<file path="src/rtl/elp_pkg.sv">
package elp_pkg;
  localparam int LANES = 4;
  localparam int BW    = 8;
  localparam int OW    = $clog2(LANES);

  // address offset -> physical lane under the chosen orientation
  function automatic logic [OW-1:0] lane_of(input logic [OW-1:0] off, input logic big);
    return big ? OW'(LANES-1) - off : off;
  endfunction

  // lowest address offset whose lane is still enabled
  function automatic logic [OW-1:0] first_off(input logic [LANES-1:0] be, input logic big);
    logic [OW-1:0] r;
    r = '0;
    for (int o = LANES-1; o >= 0; o--)
      if (be[lane_of(OW'(o), big)]) r = OW'(o);
    return r;
  endfunction

  // sub-word slave address remap; size 0 byte, 1 halfword, else word
  function automatic logic [OW-1:0] slave_remap(input logic [OW-1:0] addr,
                                                input logic [1:0] size, input logic big);
    if (!big || size[1]) return addr;
    if (size == 2'd0) return addr ^ OW'(LANES-1);
    return addr ^ OW'(LANES-2);
  endfunction
endpackage

</file>
<file path="src/rtl/elp_pack.sv">
module elp_pack
  import elp_pkg::*;
(
  input  logic                clk,
  input  logic                rst,
  input  logic                big_mode,
  input  logic                in_valid,
  output logic                in_ready,
  input  logic [BW-1:0]       in_byte,
  input  logic                in_last,
  input  logic [OW-1:0]       in_start_off,
  output logic                pk_valid,
  input  logic                pk_ready,
  output logic [LANES*BW-1:0] pk_data,
  output logic [LANES-1:0]    pk_be,
  output logic                in_fire,
  output logic                word_done
);
  logic [LANES*BW-1:0] acc, d_m;
  logic [LANES-1:0]    acc_be, be_m;
  logic [OW-1:0]       nxt, off_e, lane;
  logic                busy, mode_r, mode_e;

  assign in_ready  = !pk_valid;
  assign in_fire   = in_valid && in_ready;
  assign mode_e    = busy ? mode_r : big_mode;
  assign off_e     = busy ? nxt : in_start_off;
  assign lane      = lane_of(off_e, mode_e);
  assign word_done = in_fire && ((off_e == OW'(LANES-1)) || in_last);

  always_comb begin
    d_m  = acc;
    be_m = acc_be;
    d_m[lane*BW +: BW] = in_byte;
    be_m[lane]         = 1'b1;
  end

  always_ff @(posedge clk) begin
    if (rst) begin
      acc <= '0; acc_be <= '0; nxt <= '0; busy <= 1'b0; mode_r <= 1'b0;
      pk_valid <= 1'b0; pk_data <= '0; pk_be <= '0;
    end else begin
      if (pk_valid && pk_ready) pk_valid <= 1'b0;
      if (in_fire) begin
        mode_r <= mode_e;
        if (word_done) begin
          pk_valid <= 1'b1;
          pk_data  <= d_m;
          pk_be    <= be_m;
          acc      <= '0;
          acc_be   <= '0;
          nxt      <= '0;
          busy     <= !in_last;
        end else begin
          acc    <= d_m;
          acc_be <= be_m;
          nxt    <= off_e + OW'(1);
          busy   <= 1'b1;
        end
      end
    end
  end
endmodule

</file>
<file path="src/rtl/elp_unpack.sv">
module elp_unpack
  import elp_pkg::*;
(
  input  logic                clk,
  input  logic                rst,
  input  logic                big_mode,
  input  logic                un_valid,
  output logic                un_ready,
  input  logic [LANES*BW-1:0] un_data,
  input  logic [LANES-1:0]    un_be,
  output logic                so_valid,
  input  logic                so_ready,
  output logic [BW-1:0]       so_byte,
  output logic                so_last,
  output logic                word_fire,
  output logic                byte_fire
);
  logic [LANES*BW-1:0] wd;
  logic [LANES-1:0]    rem;
  logic                mode_r;
  logic [OW-1:0]       cur_lane;

  assign un_ready  = ~|rem;
  assign word_fire = un_valid && un_ready;
  assign so_valid  = |rem;
  assign cur_lane  = lane_of(first_off(rem, mode_r), mode_r);
  assign so_byte   = wd[cur_lane*BW +: BW];
  assign so_last   = ($countones(rem) == 1);
  assign byte_fire = so_valid && so_ready;

  always_ff @(posedge clk) begin
    if (rst) begin
      wd <= '0; rem <= '0; mode_r <= 1'b0;
    end else if (word_fire) begin
      wd     <= un_data;
      rem    <= un_be;
      mode_r <= big_mode;
    end else if (byte_fire) begin
      rem[cur_lane] <= 1'b0;
    end
  end
endmodule

</file>
<file path="src/rtl/elp_swizzle.sv">
module elp_swizzle
  import elp_pkg::*;
(
  input  logic          big_mode,
  input  logic [OW-1:0] sl_addr,
  input  logic [1:0]    sl_size,
  output logic [OW-1:0] sl_lane_addr
);
  assign sl_lane_addr = slave_remap(sl_addr, sl_size, big_mode);
endmodule

</file>
<file path="src/rtl/endian_lane_packer.sv">
module endian_lane_packer
  import elp_pkg::*;
(
  input  logic                clk,
  input  logic                rst,
  input  logic                big_mode,
  input  logic                in_valid,
  output logic                in_ready,
  input  logic [BW-1:0]       in_byte,
  input  logic                in_last,
  input  logic [OW-1:0]       in_start_off,
  output logic                pk_valid,
  input  logic                pk_ready,
  output logic [LANES*BW-1:0] pk_data,
  output logic [LANES-1:0]    pk_be,
  input  logic                un_valid,
  output logic                un_ready,
  input  logic [LANES*BW-1:0] un_data,
  input  logic [LANES-1:0]    un_be,
  output logic                so_valid,
  input  logic                so_ready,
  output logic [BW-1:0]       so_byte,
  output logic                so_last,
  input  logic [OW-1:0]       sl_addr,
  input  logic [1:0]          sl_size,
  output logic [OW-1:0]       sl_lane_addr
);
  logic in_fire, word_done, word_fire, byte_fire;

  elp_pack u_pack (
    .clk, .rst, .big_mode, .in_valid, .in_ready, .in_byte, .in_last, .in_start_off,
    .pk_valid, .pk_ready, .pk_data, .pk_be, .in_fire, .word_done
  );

  elp_unpack u_unpack (
    .clk, .rst, .big_mode, .un_valid, .un_ready, .un_data, .un_be,
    .so_valid, .so_ready, .so_byte, .so_last, .word_fire, .byte_fire
  );

  elp_swizzle u_swz (.big_mode, .sl_addr, .sl_size, .sl_lane_addr);
endmodule

</file>
<file path="config.mk">
export PLATFORM = sky130hd
export DESIGN_NAME = endian_lane_packer
export DESIGN_NICKNAME = d
export VERILOG_FILES = /design/src/rtl/elp_pkg.sv /design/src/rtl/elp_pack.sv /design/src/rtl/elp_unpack.sv /design/src/rtl/elp_swizzle.sv /design/src/rtl/endian_lane_packer.sv
export SDC_FILE = /design/constraint.sdc
export NUM_CORES = 1
export LEC_CHECK = 0
export CAP_MARGIN = 20
export CORE_MARGIN = 2
export CORE_UTILIZATION = 63
export CTS_CLUSTER_DIAMETER = 150
export DETAILED_ROUTE_END_ITERATION = 10
export DONT_BUFFER_PORTS = 1
export PLACE_DENSITY = 0.8
export SKIP_LAST_GASP = 1
export SLEW_MARGIN = 5
export SYNTH_ARGS = -nofsm -noshare
export SYNTH_HDL_FRONTEND = slang
export SYNTH_SLANG_ARGS = --single-unit
</file>
<file path="constraint.sdc">
create_clock -name clk -period 2.95 [get_ports clk]
set_input_delay 0.59 -clock clk [delete_from_list [all_inputs] [get_ports clk]]
set_output_delay 0.59 -clock clk [all_outputs]
set_load 0.005 [all_outputs]
</file>
==> summary.log <==
[clock_network] clk sink count 114
[floorplan] initial core utilization 0.644
[setup_path] capturing point of the worst reg2reg path u_pack.acc[22]$_SDFFE_PP0P_
[floorplan] Die Wd 92.7 µm
[routing] DRT Wirelength 12,000 µm
[logic_synthesis] async set-reset flop share out of synthesis 0
[worst_hold_path] worst hold path depth 1
[setup_path] Slowest-stage cell, CP sky130_fd_sc_hd__dfxtp_1
[routing] number of remaining DRC errors 0
[layout] synthesis-to-layout area growth 13.8%
[sta] relative slew slack 0.532
[global_routing] Tot GR Track Use 0.285
[setup_path] peak fanout along the critical path 7
[routing] via-per-instance ratio 6.25
[logic_synthesis] library cells used by synthesis 55
[global_routing] wire length of the first global-routing pass 19,200 µm
[routing] detailed router's first-iteration violation count 284
[placed_design] half-perimeter wire length of the detailed placement result 7700 µm
[logic_synthesis] count of mapped cells out of synthesis 518
[setup_path] critical path endpoint category primary output
[placed_design] Port Buffers 0
[floorplan] number of cell rows 32
[clock_network] clock transition at the registers of the reported paths 0.06 ns
[logic_synthesis] Yosys warning total 0
[clock_network] maximum buffer depth of the clock tree 2
[clock_network] CTS tree yes
[sta] share of the cycle needed by the critical path after routing 0.939
[clock_network] H-tree Lvls 4
[layout] number of antenna diodes 0
[sta] highest clock frequency the design can meet 361 MHz
[global_routing] total overflow reported by the global router 0
[clock_network] CTS hold repair buffers 0
[setup_path] Worst Reg2Reg Path Length in Cells 7
[placed_design] Final Wtd Congestion 0.844
[sta] Post-Route Hold Slack 0.151 ns
[routing] per-cell routed wire length 18.9 µm
[floorplan] CORE AREA 7690 µm²
[power] IR Drop Worst-Case VDD 484 µV
[logic_synthesis] top flip-flop cell by instance count after synthesis sky130_fd_sc_hd__dfxtp_1
[logic_synthesis] mean instance size in the synthesized netlist 9.56 µm²
[status] run status finished clean
[layout] proportion of layout cells with a drive suffix above 1 0.131
[clock_network] CTS Root Cell sky130_fd_sc_hd__clkbuf_8
[flow_run] max-capacitance violation count 0
[sta] number of slew-limit violations in the final report 0
[logic_synthesis] flop and latch count out of synthesis 114
[setup_path] Crit Reg-Reg Startpoint u_pack.busy$_SDFFE_PP0P_
[sta] count of final hold-check violations 0
[sta] number of setup violations in the final report 0
[sta] Period minus WS final 2.77 ns
[layout] final instance area 5630 µm²
[logic_synthesis] syn nets 591
[worst_hold_path] path class of the lowest-slack min-delay path input pin to flip-flop
[placed_design] DP Area 5020 µm²
[sta] final setup skew 0.0105 ns
[clock_network] clock latency of the later-clocked register in the worst-skew pair 0.52 ns
[sta] Worst Max-Slew Pin Slew 0.702 ns
[setup_path] required time at the worst-slack endpoint 2.36 ns
[worst_hold_path] Hold EP u_unpack.rem[0]$_SDFFE_PP0P_
[logic_synthesis] area of the mapped netlist 4950 µm²
[clock_network] CTS Buf Count 17
[worst_hold_path] start point of the worst hold path rst
[power] leakage dissipation 2.35 nW
[power] total power divided by cell area 761 nW/µm²
[setup_path] Setup crit start kind flip-flop
[power] total power after layout 4.29 mW
[setup_path] worst setup path class flip-flop to primary output
[routing] number of antenna-violating nets in the routed design 0
[layout] Net count, final 593
[setup_path] data arrival time of the critical path 2.18 ns
[floorplan] vertical extent of the die 92.7 µm
[global_routing] antenna violations before repair 0
[floorplan] number of top-level design ports 109
[logic_synthesis] Post-synth EDFFs 0
[routing] detailed-route via count 3,966
[setup_path] r2r setup slk 0.31 ns
[setup_path] worst stage delay on the critical path 0.43 ns
[floorplan] Total Die Area 8580 µm²
[global_routing] maximum number of pins on one net before global-route repair 62
[logic_synthesis] proportion of synthesized chip area in sequential cells 0.461
[setup_path] crit-path cells inv_1 > ha_1 > ha_1 > inv_1 > fa_1 > and3_1
[sta] setup TNS 0 ns
[routing] total iterations of the first detailed-routing run 5
[sta] RSZ-0062 raised after global routing false
[global_routing] number of global-route vias before repair 3,707
## worst max-delay path: cells and delay by family, from the launching register on
family / cells / cell delay (ns)
buffers and inverters: 2 / 0.15
DFF: 1 / 0.43
and+or+nand+nor: 1 / 0.20
adders and majority gates: 3 / 0.88
## how the worst max path moves through the flow
stage                                            start                              end  slack, ns  depth (start not counted)
final                     u_unpack.rem[2]$_SDFFE_PP0P_                          so_last       0.18                          6
after detailed placement                      big_mode      u_pack.acc[22]$_SDFFE_PP0P_       0.34                          7
after CTS                 u_unpack.rem[0]$_SDFFE_PP0P_                       so_byte[3]       0.07                          4
after global placement                 in_start_off[0]  u_pack.pk_data[11]$_SDFFE_PP0P_       0.46                          7
after floorplan                        in_start_off[0]   u_pack.pk_data[0]$_SDFFE_PP0P_       0.43                          9
after global routing      u_unpack.rem[2]$_SDFFE_PP0P_                          so_last       0.08                          6
## repair_timing
action                                  4_1_cts  5_1_grt
endpoints found under the setup margin        0        6
gates resized for setup                       0        1
buffers inserted                              0        0
## routing by layer
layer	GRT usage	routed length, µm
met5	0	0
met3	0.0879	876
met4	0.100	186
met1	0.371	5210
met2	0.451	5710
## placed cells by master, fill, tap and decap left out, types with 4 or more instances in the layout
master / count
sky130_fd_sc_hd__dfxtp_1: 114
sky130_fd_sc_hd__a22o_1: 40
sky130_fd_sc_hd__buf_4: 12
sky130_fd_sc_hd__nor2_1: 17
sky130_fd_sc_hd__a21oi_1: 49
sky130_fd_sc_hd__inv_1: 20
sky130_fd_sc_hd__nand2b_1: 4
sky130_fd_sc_hd__o21ai_0: 7
sky130_fd_sc_hd__xnor2_1: 4
sky130_fd_sc_hd__nor3_1: 11
sky130_fd_sc_hd__nor4_1: 8
sky130_fd_sc_hd__ha_1: 14
sky130_fd_sc_hd__o21ai_2: 8
sky130_fd_sc_hd__inv_6: 4
sky130_fd_sc_hd__clkbuf_16: 16
sky130_fd_sc_hd__mux2i_1: 26
sky130_fd_sc_hd__a221o_1: 8
sky130_fd_sc_hd__nand3_1: 5
sky130_fd_sc_hd__nand2_1: 77
sky130_fd_sc_hd__a21o_1: 16
sky130_fd_sc_hd__and3_1: 4
sky130_fd_sc_hd__a32oi_1: 8
sky130_fd_sc_hd__a22oi_1: 9
## power breakdown
group	total, mW	internal (mW)	switching, mW
sequential	1.66	1.61	0.0492
combinational	0.541	0.197	0.344
clock	2.09	1.32	0.769
total	4.29	3.13	1.16
## flip-flops by register name, indices dropped and copies added, names as in the netlist, 2 cells and up
register        flops
u_pack.acc         32
u_pack.pk_data     32
u_unpack.wd        32
u_pack.acc_be       4
u_pack.pk_be        4
u_unpack.rem        4
u_pack.nxt          2
## layout make-up
cell class / count / area (µm²)
Inverter: 21 / 78.8
Multi-Input combinational cell: 354 / 2450
Clock buffer: 18 / 428
Timing Repair Buffer: 12 / 90.1
Fill cell: 573 / 2050
Tap cell: 102 / 128
Clock inverter: 14 / 176
Sequential cell: 114 / 2280
## cell families (layout without fill, tap and decap cells)
kind of cell | after synthesis | count (layout) | share of synthesized area
buffers and inverters | 50 | 65 | 0.0452
DFF | 114 | 114 | 0.461
muxes | 28 | 28 | 0.0579
AOI/OAI and AO/OA | 161 | 161 | 0.238
xor gates and xnor gates | 5 | 5 | 0.00884
adders and majority gates | 16 | 16 | 0.0414
and+or+nand+nor | 144 | 144 | 0.148
## Yosys cell counts (2+ instances only)
cell | n | share of area
sky130_fd_sc_hd__nor4_4 | 3 | 0.013
sky130_fd_sc_hd__inv_1 | 20 | 0.015
sky130_fd_sc_hd__mux2i_1 | 26 | 0.053
sky130_fd_sc_hd__xnor2_1 | 4 | 0.0071
sky130_fd_sc_hd__nor4_1 | 8 | 0.010
sky130_fd_sc_hd__and3_1 | 4 | 0.0051
sky130_fd_sc_hd__nor3_1 | 11 | 0.011
sky130_fd_sc_hd__dfxtp_1 | 114 | 0.46
sky130_fd_sc_hd__nor2_2 | 2 | 0.0025
sky130_fd_sc_hd__nand2_1 | 77 | 0.058
sky130_fd_sc_hd__or3_1 | 2 | 0.0025
sky130_fd_sc_hd__o21bai_1 | 3 | 0.0045
sky130_fd_sc_hd__a22o_1 | 40 | 0.071
sky130_fd_sc_hd__nand3_1 | 5 | 0.0051
sky130_fd_sc_hd__clkbuf_1 | 12 | 0.0091
sky130_fd_sc_hd__a21oi_1 | 49 | 0.050
sky130_fd_sc_hd__nor2_1 | 17 | 0.013
sky130_fd_sc_hd__a21oi_2 | 2 | 0.0035
sky130_fd_sc_hd__a32oi_1 | 8 | 0.014
sky130_fd_sc_hd__a22oi_1 | 9 | 0.014
sky130_fd_sc_hd__o21ai_2 | 8 | 0.014
sky130_fd_sc_hd__buf_2 | 8 | 0.0081
sky130_fd_sc_hd__nand2b_1 | 4 | 0.0051
sky130_fd_sc_hd__buf_1 | 5 | 0.0038
sky130_fd_sc_hd__buf_6 | 3 | 0.0068
sky130_fd_sc_hd__a221o_1 | 8 | 0.016
sky130_fd_sc_hd__a21o_1 | 16 | 0.024
sky130_fd_sc_hd__ha_1 | 14 | 0.035
sky130_fd_sc_hd__nor4_2 | 3 | 0.0076
sky130_fd_sc_hd__or2_2 | 2 | 0.0025
sky130_fd_sc_hd__o21ai_0 | 7 | 0.0071
## stage by stage
stage	worst slack, ns	utilization	instances
after floorplan	0.427	-	518
after global placement	0.463	0.653	603
after detailed placement	0.336	0.653	603
after CTS	0.0683	0.732	635
after global routing	0.0774	0.733	635
final	0.181	0.733	635
Note: power is estimated with default switching activity, not from simulation.
